==> src/rtl/sc_pkg.sv <==
package sc_pkg;
  typedef enum logic {
    BUS_IDLE = 1'b0,
    BUS_WAIT = 1'b1
  } bus_state_e;
endpackage

==> src/rtl/sc_cfg_defer.sv <==
module sc_cfg_defer #(
  parameter int ID_W  = 8,
  parameter int IDX_W = 3
) (
  input  logic             clk_i,
  input  logic             rst_ni,
  input  logic             busy_i,
  input  logic             cfg_we_i,
  input  logic [IDX_W-1:0] cfg_idx_i,
  input  logic             cfg_valid_i,
  input  logic [ID_W-1:0]  cfg_id_i,
  output logic             apply_o,
  output logic [IDX_W-1:0] apply_idx_o,
  output logic             apply_valid_o,
  output logic [ID_W-1:0]  apply_id_o
);
  logic             pend_q;
  logic [IDX_W-1:0] pend_idx_q;
  logic             pend_valid_q;
  logic [ID_W-1:0]  pend_id_q;
  logic             hold;

  // a held write goes first; a new one arriving alongside it is held in turn
  assign hold = cfg_we_i && (busy_i || pend_q);

  always_comb begin
    apply_o       = 1'b0;
    apply_idx_o   = cfg_idx_i;
    apply_valid_o = cfg_valid_i;
    apply_id_o    = cfg_id_i;
    if (!busy_i && pend_q) begin
      apply_o       = 1'b1;
      apply_idx_o   = pend_idx_q;
      apply_valid_o = pend_valid_q;
      apply_id_o    = pend_id_q;
    end else if (!busy_i && cfg_we_i) begin
      apply_o = 1'b1;
    end
  end

  always_ff @(posedge clk_i or negedge rst_ni) begin
    if (!rst_ni) begin
      pend_q       <= 1'b0;
      pend_idx_q   <= '0;
      pend_valid_q <= 1'b0;
      pend_id_q    <= '0;
    end else if (hold) begin
      pend_q       <= 1'b1;
      pend_idx_q   <= cfg_idx_i;
      pend_valid_q <= cfg_valid_i;
      pend_id_q    <= cfg_id_i;
    end else if (!busy_i && pend_q) begin
      pend_q <= 1'b0;
    end
  end
endmodule

==> src/rtl/sc_entry_table.sv <==
module sc_entry_table #(
  parameter int N_ENT  = 8,
  parameter int ID_W   = 8,
  parameter int DATA_W = 32,
  localparam int IDX_W = (N_ENT > 1) ? $clog2(N_ENT) : 1
) (
  input  logic              clk_i,
  input  logic              rst_ni,
  input  logic              cfg_apply_i,
  input  logic [IDX_W-1:0]  cfg_idx_i,
  input  logic              cfg_valid_i,
  input  logic [ID_W-1:0]   cfg_id_i,
  input  logic [ID_W-1:0]   lk_id_i,
  input  logic              loc_we_i,
  input  logic [DATA_W-1:0] loc_wdata_i,
  input  logic              nb_we_i,
  input  logic [ID_W-1:0]   nb_id_i,
  input  logic [DATA_W-1:0] nb_wdata_i,
  output logic              hit_o,
  output logic [DATA_W-1:0] rdata_o
);
  logic [N_ENT-1:0]  hit_vec;
  logic [DATA_W-1:0] val_q [N_ENT];

  for (genvar g = 0; g < N_ENT; g++) begin : g_ent
    logic            vld_q;
    logic [ID_W-1:0] id_q;
    logic            cfg_sel;
    logic            nb_hit;

    assign cfg_sel    = cfg_apply_i && (cfg_idx_i == IDX_W'(g));
    assign hit_vec[g] = vld_q && (id_q == lk_id_i);
    assign nb_hit     = nb_we_i && vld_q && (id_q == nb_id_i);

    always_ff @(posedge clk_i or negedge rst_ni) begin
      if (!rst_ni) begin
        vld_q    <= 1'b0;
        id_q     <= '0;
        val_q[g] <= '0;
      end else if (cfg_sel) begin
        vld_q    <= cfg_valid_i;
        id_q     <= cfg_id_i;
        val_q[g] <= '0;
      end else if (loc_we_i && hit_vec[g]) begin
        val_q[g] <= loc_wdata_i;  // local side wins a collision
      end else if (nb_hit) begin
        val_q[g] <= nb_wdata_i;
      end
    end
  end

  assign hit_o = |hit_vec;

  always_comb begin
    rdata_o = '0;
    for (int i = N_ENT - 1; i >= 0; i--) begin
      if (hit_vec[i]) rdata_o = val_q[i];
    end
  end
endmodule

==> src/rtl/sc_bus_master.sv <==
module sc_bus_master #(
  parameter int ID_W   = 8,
  parameter int DATA_W = 32,
  parameter int ADDR_W = 16
) (
  input  logic              clk_i,
  input  logic              rst_ni,
  input  logic              start_i,
  input  logic              we_i,
  input  logic [ID_W-1:0]   id_i,
  input  logic [DATA_W-1:0] wdata_i,
  input  logic              bus_ack_i,
  output logic              busy_o,
  output logic              done_o,
  output logic              bus_req_o,
  output logic              bus_we_o,
  output logic [ADDR_W-1:0] bus_addr_o,
  output logic [DATA_W-1:0] bus_wdata_o
);
  import sc_pkg::*;

  bus_state_e        st_q;
  logic              we_q;
  logic [ADDR_W-1:0] addr_q;
  logic [DATA_W-1:0] wdata_q;

  always_ff @(posedge clk_i or negedge rst_ni) begin
    if (!rst_ni) begin
      st_q    <= BUS_IDLE;
      we_q    <= 1'b0;
      addr_q  <= '0;
      wdata_q <= '0;
    end else begin
      unique case (st_q)
        BUS_IDLE: if (start_i) begin
          st_q    <= BUS_WAIT;
          we_q    <= we_i;
          addr_q  <= ADDR_W'(id_i);
          wdata_q <= wdata_i;
        end
        BUS_WAIT: if (bus_ack_i) st_q <= BUS_IDLE;
        default: st_q <= BUS_IDLE;
      endcase
    end
  end

  assign busy_o      = (st_q == BUS_WAIT);
  assign done_o      = busy_o && bus_ack_i;
  assign bus_req_o   = busy_o;
  assign bus_we_o    = we_q;
  assign bus_addr_o  = addr_q;
  assign bus_wdata_o = wdata_q;
endmodule

==> src/rtl/sig_cache.sv <==
module sig_cache #(
  parameter int N_ENT  = 8,
  parameter int ID_W   = 8,
  parameter int DATA_W = 32,
  parameter int ADDR_W = 16,
  localparam int IDX_W = (N_ENT > 1) ? $clog2(N_ENT) : 1
) (
  input  logic              clk_i,
  input  logic              rst_ni,
  input  logic              dp_req_i,
  input  logic              dp_we_i,
  input  logic [ID_W-1:0]   dp_id_i,
  input  logic [DATA_W-1:0] dp_wdata_i,
  output logic              dp_ready_o,
  output logic [DATA_W-1:0] dp_rdata_o,
  input  logic              cfg_we_i,
  input  logic [IDX_W-1:0]  cfg_idx_i,
  input  logic              cfg_valid_i,
  input  logic [ID_W-1:0]   cfg_id_i,
  input  logic              nb_we_i,
  input  logic [ID_W-1:0]   nb_id_i,
  input  logic [DATA_W-1:0] nb_wdata_i,
  output logic              nb_we_o,
  output logic [ID_W-1:0]   nb_id_o,
  output logic [DATA_W-1:0] nb_wdata_o,
  output logic              bus_req_o,
  output logic              bus_we_o,
  output logic [ADDR_W-1:0] bus_addr_o,
  output logic [DATA_W-1:0] bus_wdata_o,
  input  logic [DATA_W-1:0] bus_rdata_i,
  input  logic              bus_ack_i
);
  logic              busy, done, hit, byp, miss_start, loc_we;
  logic              ap_en, ap_valid;
  logic [IDX_W-1:0]  ap_idx;
  logic [ID_W-1:0]   ap_id;
  logic [DATA_W-1:0] tbl_rdata;

  assign byp        = dp_req_i && !busy && hit;
  assign miss_start = dp_req_i && !busy && !hit;
  assign loc_we     = byp && dp_we_i;

  sc_cfg_defer #(.ID_W(ID_W), .IDX_W(IDX_W)) u_defer (
    .clk_i, .rst_ni,
    .busy_i       (busy),
    .cfg_we_i, .cfg_idx_i, .cfg_valid_i, .cfg_id_i,
    .apply_o      (ap_en),
    .apply_idx_o  (ap_idx),
    .apply_valid_o(ap_valid),
    .apply_id_o   (ap_id)
  );

  sc_entry_table #(.N_ENT(N_ENT), .ID_W(ID_W), .DATA_W(DATA_W)) u_tbl (
    .clk_i, .rst_ni,
    .cfg_apply_i(ap_en),
    .cfg_idx_i  (ap_idx),
    .cfg_valid_i(ap_valid),
    .cfg_id_i   (ap_id),
    .lk_id_i    (dp_id_i),
    .loc_we_i   (loc_we),
    .loc_wdata_i(dp_wdata_i),
    .nb_we_i, .nb_id_i, .nb_wdata_i,
    .hit_o      (hit),
    .rdata_o    (tbl_rdata)
  );

  sc_bus_master #(.ID_W(ID_W), .DATA_W(DATA_W), .ADDR_W(ADDR_W)) u_bus (
    .clk_i, .rst_ni,
    .start_i    (miss_start),
    .we_i       (dp_we_i),
    .id_i       (dp_id_i),
    .wdata_i    (dp_wdata_i),
    .bus_ack_i,
    .busy_o     (busy),
    .done_o     (done),
    .bus_req_o, .bus_we_o, .bus_addr_o, .bus_wdata_o
  );

  assign dp_ready_o = byp || done;
  assign dp_rdata_o = busy ? bus_rdata_i : tbl_rdata;
  assign nb_we_o    = loc_we;
  assign nb_id_o    = dp_id_i;
  assign nb_wdata_o = dp_wdata_i;
endmodule

==> config.mk <==
export PLATFORM = sky130hd
export DESIGN_NAME = sig_cache
export DESIGN_NICKNAME = d
export VERILOG_FILES = /design/src/rtl/sc_pkg.sv /design/src/rtl/sc_cfg_defer.sv /design/src/rtl/sc_entry_table.sv /design/src/rtl/sc_bus_master.sv /design/src/rtl/sig_cache.sv
export SDC_FILE = /design/constraint.sdc
export NUM_CORES = 1
export LEC_CHECK = 0
export ABC_AREA = 1
export ABC_CLOCK_PERIOD_IN_PS = 3100
export BUFFER_PORTS_ARGS = -buffer_cell sky130_fd_sc_hd__buf_2
export CAP_MARGIN = 5
export CORE_MARGIN = 2
export CORE_UTILIZATION = 35
export CTS_CLUSTER_DIAMETER = 200
export CTS_CLUSTER_SIZE = 12
export DETAILED_ROUTE_END_ITERATION = 12
export PLACE_DENSITY_LB_ADDON = 0.08
export SYNTH_ARGS = -nofsm -noshare
export SYNTH_HDL_FRONTEND = slang
export SYNTH_SLANG_ARGS = --single-unit
==> constraint.sdc <==
create_clock -name clk_i -period 3.1 [get_ports clk_i]
set_clock_uncertainty 0.15 [all_clocks]
set_input_delay 0.62 -clock clk_i [delete_from_list [all_inputs] [get_ports clk_i]]
set_output_delay 0.62 -clock clk_i [all_outputs]
set_load 0.05 [all_outputs]
==> impl_metrics.yaml, run 1 <==
hold_path:
  hold_path.class: "in2reg"
synth:
  netlist_area_sq_um: 23400
  yosys_register_bits: 383
  yosys_warnings: 0
  syn_inst: 3592
  synth_seq_area_share_pct: 40.9
  yosysUniqueCellTypes: 44
  avgSynthCellArea_sq_um: 6.52
finish:
  stdcell_count: 4756
  regArea_sq_um: 9590
  area_growth_syn_to_layout_pct: 29.1
  fin_util_pct: 45.9
  fin_nets: 4017
  fillCellCount: 6776
  drive_gt1_share_pct: 24.7
  multiInputGateArea_sq_um: 13100
flow_run:
  maxCapViolCount: 0
floorplan:
  start_util_pct: 35.5
  core_sq_um: 66000
  die_x_microns: 263
  rows: 94
  fp.dieH_microns: 263
  ios: 255
  die_area_sq_um: 69000
setup_path:
  path_class: "reg2out"
  end_kind: "primary output"
  path_cells: "inv_2, nand2_4, nand2_4, nor2_4, nand2_2, nor2_4, nand2_4, buf_12, buf_4, nand2_1, a21oi_1, o21ai_1, nand2_1, a21oi_4, buf_6"
  critPathSlowestCell: "dfrtp_1"
  crit_required_ns: 2.33
  start_kind: "flop"
  crit_buf_inv: 4
  cpPeakStageDelay_ns: 0.42
  crit_top_cell: "nand2_4"
  worst-path-max-fanout: 7
  cp.arrival_ns: 2.78
  crit_family: "simple AND/OR/NAND/NOR gates"
power:
  leakagePower_nw: 16.4
  pwr-share-seq_pct: 37.8
  p_switching_mw: 9.72
  power_frac_clock_pct: 19.0
  pwr-share-comb_pct: 43.2
  ir_worst_vdd_v: 0.000571
  p_total_mw: 22.7
  p_int_mw: 13.0
  p_sw_share_pct: 42.8
  p_per_area_nw_per_um2: 751
routing:
  via_per_inst: 5.04
  drt-total-wl_microns: 102000
  detail-route-antenna-nets: 0
  drt_iter0_drc: 2150
  drc: 0
  vias: 23900
  wl_per_cell_microns: 21.4
  first_pass_iters: 5
clock_tree:
  path_clk_slew_ns: 0.06
  cts-root-buf: "clkbuf_16"
  htreeDepth: 2
  cts_sinks: 383
  cts_tree: "done"
  clock_latency_ns: 0.59
  cts_made_buffers: 37
  cts.path.max_buffers: 3
global_route:
  antenna_found_initial: 4
  grt_pass1_wl_microns: 149000
  grt_pass1_vias: 22900
  track_usage_pct: 28.4
  gr-total-overflow: 0
  grt_max_degree: 62
place:
  hpwl_microns: 65600
  port_buffers: 246
  post-place-ws_ns: -0.618
  dpl.cell_count: 4650
  place_congestion: 0.900
timing:
  tightest_slew_ns: 1.17
  rsz0062_at_grt: "yes"
  setup_ws_ns: -0.454
  max_clock_freq_mhz: 281
  setup_viol: 34
  hold_viol: 0
  period_minus_slack_ns: 3.55
  final.period_utilization_pct: 115
  relSlewSlack_pct: 21.7
  final_max_slew_viol_count: 0
status:
  violations: "negative setup slack"
  run_status: "complete, but fails checks"
## routing by layer
| layer | GRT usage, % | part of all wire [%] |
|---|---|---|
| met1 | 37.9 | 44 |
| met3 | 4.92 | 6.8 |
| met2 | 46.7 | 46 |
| met4 | 9.16 | 2.8 |
| met5 | 0 | 0 |
## synthesized netlist by cell type (all sizes together)
| cell type | instances | area, sq um |
|---|---|---|
| and3 | 1 | 6.26 |
| nor4 | 8 | 50.1 |
| o2111ai | 4 | 35.0 |
| clkbuf | 124 | 465 |
| nor2 | 215 | 880 |
| dfrtp | 383 | 9580 |
| xnor2 | 15 | 131 |
| o21ai | 126 | 631 |
| a211oi | 2 | 15.0 |
| or2 | 1 | 6.26 |
| a21oi | 73 | 373 |
| o21bai | 2 | 15.0 |
| conb | 1 | 3.75 |
| o22ai | 17 | 106 |
| buf | 171 | 1130 |
| nand2 | 2098 | 7900 |
| a22o | 1 | 8.76 |
| nor3 | 8 | 40.0 |
| xor2 | 21 | 184 |
| nand3 | 116 | 603 |
| mux2 | 43 | 484 |
| clkinv | 3 | 11.3 |
| o211ai | 4 | 30.0 |
| nor3b | 3 | 22.5 |
| nand4 | 20 | 201 |
| inv | 126 | 475 |
| a31oi | 5 | 31.3 |
| nand3b | 1 | 7.51 |
## registers in the layout (all words and copies together), names as in the netlist, 3 cells and up
signal              cells
u_tbl.g_ent.id_q       64
u_bus.bus_wdata_o      32
u_tbl.val_q           256
u_defer.pend_idx_q      3
u_tbl.g_ent.vld_q       8
u_bus.bus_addr_o        8
u_defer.pend_id_q       8
## path summary, 6_finish.rpt
kind / cells past startpoint / endpoint / slack (ns) / startpoint
worst min-delay path: 2 / u_bus.bus_req_o / 0.13 / bus_ack_i
max in group asynchronous: 3 / u_bus.bus_wdata_o[21] / 1.51 / rst_ni
min in group asynchronous: 2 / u_tbl.val_q[199] / 0.46 / rst_ni
worst max register to register: 15 / u_tbl.val_q[118] / 0.12 / u_tbl.g_ent[6].id_q[6]
worst max-delay path: 15 / dp_rdata_o[29] / -0.45 / u_tbl.g_ent[6].id_q[3]
worst min register to register: 2 / u_tbl.val_q[144] / 0.33 / u_tbl.val_q[144]
## logic make-up (layout without fill, tap and decap cells)
group | Yosys count | after routing | share of synthesized area (%)
simple gates | 2471 | 2475 | 41.5
buf+inv | 424 | 710 | 8.89
flops | 383 | 383 | 40.9
compound gates | 234 | 234 | 5.31
mux | 43 | 43 | 2.07
xor+xnor | 36 | 36 | 1.35
other cells | 1 | 11 | 0.0160
## layout make-up
class	instances	share of cell area, %
flip-flops and latches	383	31.7
clock buffers	41	3.25
inverters	129	1.67
diodes	3	0.0248
clock inverters	1	0.0289
repair buffers	539	16.6
well taps	864	3.57
multi-input cells	2796	43.2
## worst reg2reg max path: stages, from the launching register on
cell	delay, ns
dfrtp_1	0.44
xnor2_2	0.22
buf_4	0.15
nand2_1	0.04
nor2_1	0.11
nand3_2	0.13
nand2_2	0.12
nor2_4	0.06
nand2_8	0.07
nand3_4	0.09
buf_4	0.18
nor2_4	0.82
nand2_1	0.12
nand2_1	0.10
nand2_1	0.05
nand2_1	0.05
## power by group through the flow
stage	logic, mW	registers (mW)	clock network, mW
2_1_floorplan	5.06	9.08	0
3_3_place_gp	8.88	8.51	0
3_5_place_dp	8.91	8.49	0
4_1_cts	9.46	8.45	4.43
5_1_grt	10.8	8.82	4.58
6_report	9.82	8.58	4.32
## per-stage QoR
stage | hold WS [ns] | TNS [ns] | area [sq um]
floorplan | 0.174 | -0.0104 | 23600
global placement | 0.307 | -72.07 | 27000
detailed placement | 0.310 | -77.61 | 27000
CTS | 0.102 | -13.25 | 29300
global route | 0.111 | -17.27 | 30300
finish | 0.132 | -12.25 | 30300
## repair_timing
action / CTS / global route
resized for setup: 248 / 217
setup buffers: 26 / 24
endpoints found under the setup margin: 58 / 194
hold buffers: 1 / 0
hold endpoints to repair: 49 / 0
cloned: 7 / 8
pin swaps: 25 / 89
## placed cells by master (no fill, tap or decap), drive strengths merged
| master | synthesis | routed |
|---|---|---|
| nand2 | 2098 | 2098 |
| buf | 171 | 532 |
| dfrtp | 383 | 383 |
| nor2 | 215 | 219 |
| o21ai | 126 | 126 |
| inv | 126 | 125 |
| nand3 | 116 | 116 |
| a21oi | 73 | 73 |
| clkbuf | 124 | 47 |
| mux2 | 43 | 43 |
| xor2 | 21 | 21 |
| nand4 | 20 | 20 |
| o22ai | 17 | 17 |
| xnor2 | 15 | 15 |
| nor4 | 8 | 8 |
| conb | 1 | 8 |
| nor3 | 8 | 8 |
| a31oi | 5 | 5 |
| o211ai | 4 | 4 |
| o2111ai | 4 | 4 |
| clkinv | 3 | 4 |
| diode | 0 | 3 |
| nor3b | 3 | 3 |
| o21bai | 2 | 2 |
| a211oi | 2 | 2 |
| nand3b | 1 | 1 |
| clkinvlp | 0 | 1 |
| a22o | 1 | 1 |
| or2 | 1 | 1 |
| and3 | 1 | 1 |
| dlygate4sd3 | 0 | 1 |
Note: power is estimated with default switching activity, not from simulation.
==> run 2, diff against run 1 <==
--- a/config.mk
+++ b/config.mk
@@ -19,2 +19,3 @@
 export SYNTH_HDL_FRONTEND = slang
+export SYNTH_HIERARCHICAL = 1
 export SYNTH_SLANG_ARGS = --single-unit
==> constraint.sdc (replaced) <==
create_clock -name clk_i -period 3.1 [get_ports clk_i]
set_clock_uncertainty 0.15 [all_clocks]
set_input_delay 0 -clock clk_i [delete_from_list [all_inputs] [get_ports clk_i]]
set_output_delay 0 -clock clk_i [all_outputs]
set_load 0.05 [all_outputs]
==> impl_metrics.yaml, run 2 <==
status:
  run_status: "complete, but fails checks"
  violations: "negative setup slack"
synth:
  yosysUniqueCellTypes: 47
  synth.most_common_cell: "nand2_1"
  syn_inst: 3253
  synth-edff-count: 0
  yosysTopAreaCellShare_pct: 42.8
  avgSynthCellArea_sq_um: 6.89
  synth_ff_type: "dfrtp_1"
  synthTopCellsByArea: "dfrtp_1 43%, nand2_1 22%, o21ai_0 9.5%"
  yosys_register_bits: 383
  netlist_area_sq_um: 22400
  yosys-top-cells-count: "1317 x nand2_1, 427 x o21ai_0, 383 x dfrtp_1"
  synth_seq_area_share_pct: 42.8
  yosysTopAreaCell: "dfrtp_1"
  yosys_warnings: 6
  async_reset_ff_share_pct: 100
timing:
  hold_ws_ns: 0.0887
  period_minus_slack_ns: 3.15
  setup_viol: 17
  final.period_utilization_pct: 102
  relSlewSlack_pct: 59.3
  tightest_slew_ns: 0.611
  rsz0062_at_grt: "yes"
  setup_ws_ns: -0.0544
  max_clock_freq_mhz: 317
  fin_setup_tns_ns: -0.291
  hold_viol: 0
  final_max_slew_viol_count: 0
routing:
  drc: 0
  via_per_inst: 5.51
  detail-route-antenna-nets: 0
  vias: 24600
  wl_per_cell_microns: 24.4
  drt_iter0_drc: 2521
  first_pass_iters: 8
  drt-total-wl_microns: 109000
setup_path:
  r2r_cells: 17
  reg2reg_slack_ns: -0.05
  crit_required_ns: 3.44
  cp.arrival_ns: 3.49
  r2r_start: "u_tbl/g_ent[3].id_q[3]"
  end_kind: "flop"
  worst-path-max-fanout: 16
  reg2reg_to: "u_tbl/val_q[45]"
  start_kind: "flop"
  path_class: "reg2reg"
finish:
  final_common_cell: "nand2_1"
  regMostFlops: "u_tbl/val_q"
  drive_gt1_share_pct: 18.0
  fin_nets: 3744
  fin_util_pct: 46.0
  largest_register_ffs: 256
  fillCellCount: 6449
  area_growth_syn_to_layout_pct: 29.7
  layout_common_cells: "1276 x nand2_1, 378 x dfrtp_1, 294 x o21ai_0"
power:
  power_frac_clock_pct: 21.3
  p_sw_share_pct: 44.1
  ir_worst_vdd_v: 0.000625
  pwr-share-seq_pct: 36.1
  leakagePower_nw: 14.8
  p_switching_mw: 8.92
  pwr-share-comb_pct: 42.6
  p_int_mw: 11.3
  p_per_area_nw_per_um2: 696
floorplan:
  start_util_pct: 35.5
  rows: 92
  die_area_sq_um: 66100
  die_x_microns: 257
  core_sq_um: 63200
  ios: 255
  fp.dieH_microns: 257
global_route:
  antenna_found_initial: 4
  gr-total-overflow: 0
  grt_pass1_wl_microns: 147000
  track_usage_pct: 29.5
  grt_max_degree: 94
  grt_pass1_vias: 23100
place:
  post-place-ws_ns: -0.0395
  hpwl_microns: 62200
  port_buffers: 246
  place_congestion: 0.955
hold_path:
  hold_end: "u_bus/bus_we_o"
  min_from: "dp_we_i"
  hold_depth: 4
  hold_path.class: "in2reg"
clock_tree:
  path_clk_slew_ns: 0.07
  cts_made_buffers: 37
  cts.path.max_buffers: 3
  cts-root-buf: "clkbuf_16"
  cts_sinks: 383
  clock_latency_ns: 0.57
  cts_tree: "done"
  htreeDepth: 2
flow_run:
  maxCapViolCount: 0
-- run 2: cell count changes after synthesis, sizes merged, moves of 9 or more --
cell and change:
nor3 +9, o21ai +374, nand3 +13, inv +73
nor2 -38, mux2 -43, nand2 -765, buf -32
clkbuf -20, o22ai +68
-- run 2: layout make-up --
| cell class | count | area (sq um) | area share, % |
|---|---|---|---|
| clock inverters | 1 | 8.76 | 0.0301 |
| repair buffers | 557 | 5310 | 18.3 |
| inverters | 203 | 796 | 2.74 |
| flip-flops and latches | 383 | 9590 | 33.0 |
| diodes | 1 | 2.50 | 0.00861 |
| multi-input cells | 2431 | 11300 | 38.9 |
| well taps | 846 | 1060 | 3.64 |
| clock buffers | 41 | 983 | 3.38 |
-- run 2: cells by family (layout without fill, tap and decap cells) --
group                     after synthesis  count (layout)  share of synthesized area (%)
AOI/OAI and AO/OA                     683             683                           16.1
buffers and inverters                 446             802                           9.41
and+or+nand+nor                      1703            1703                           30.3
DFF                                   383             383                           42.8
xor gates and xnor gates               37              37                           1.45
other                                   1               9                         0.0167
-- run 2: timing repair --
action,4_1_cts,5_1_grt
endpoints found under the setup margin,81,297
buffers inserted,2,33
pin swaps,5,53
hold endpoints to repair,733,0
gates resized for setup,66,371
hold buffers,123,0
gates cloned,3,26
-- run 2: layer usage --
layer	part of all wire, %	global-route usage (%)	up-vias
met2	45	48.6	1332
li1	-	-	11100
met4	4.0	9.92	6
met3	9.6	5.22	244
met1	41	39.2	11900
met5	0.034	0	-
-- run 2: how the worst max path moves through the flow --
stage,start,endpoint,slack [ns],cells past startpoint
3_3_place_gp,u_tbl/g_ent[1].id_q[5],u_tbl/val_q[36],0.02,16
2_1_floorplan,u_tbl/g_ent[3].id_q[3],u_tbl/val_q[32],0.03,16
6_report,u_tbl/g_ent[3].id_q[3],u_tbl/val_q[45],-0.05,17
3_5_place_dp,u_tbl/g_ent[1].id_q[5],u_tbl/val_q[37],-0.04,14
5_1_grt,u_tbl/g_ent[3].id_q[3],u_tbl/val_q[45],-0.18,18
4_1_cts,u_tbl/g_ent[3].id_q[6],dp_rdata_o[0],-0.02,15
-- run 2: power groups by stage --
stage | clock network, mW | registers (mW) | logic, mW
2_1_floorplan | 0 | 8.03 | 4.36
3_3_place_gp | 0 | 7.30 | 7.58
3_5_place_dp | 0 | 7.33 | 7.65
4_1_cts | 4.42 | 7.26 | 8.05
5_1_grt | 4.59 | 7.45 | 9.28
6_report | 4.32 | 7.30 | 8.62
-- run 2: worst max-delay path, stage by stage, from the launching register on --
cell and delay [ns]:
dfrtp_1 0.42, nand2_1 0.12, nand4_1 0.12, or2_4 0.26, nor3_4 0.26, inv_2 0.07, nand2_4 0.11, nor2_2 0.05
nand2_2 0.07, nand3_2 0.11, nor2_4 0.17, buf_12 0.14, nand4_1 0.27, buf_6 0.27, buf_16 0.18, nand2_1 0.07
o21ai_0 0.08, o21ai_1 0.14
-- run 2: metrics by stage --
stage               power [mW]  area (sq um)  std cells
floorplan                 12.4         22500       3260
finish                    20.2         29100       4463
CTS                       19.7         27500       4404
detailed placement        15.0         24900       4234
global placement          14.9         24900       4234
global route              21.3         29100       4462
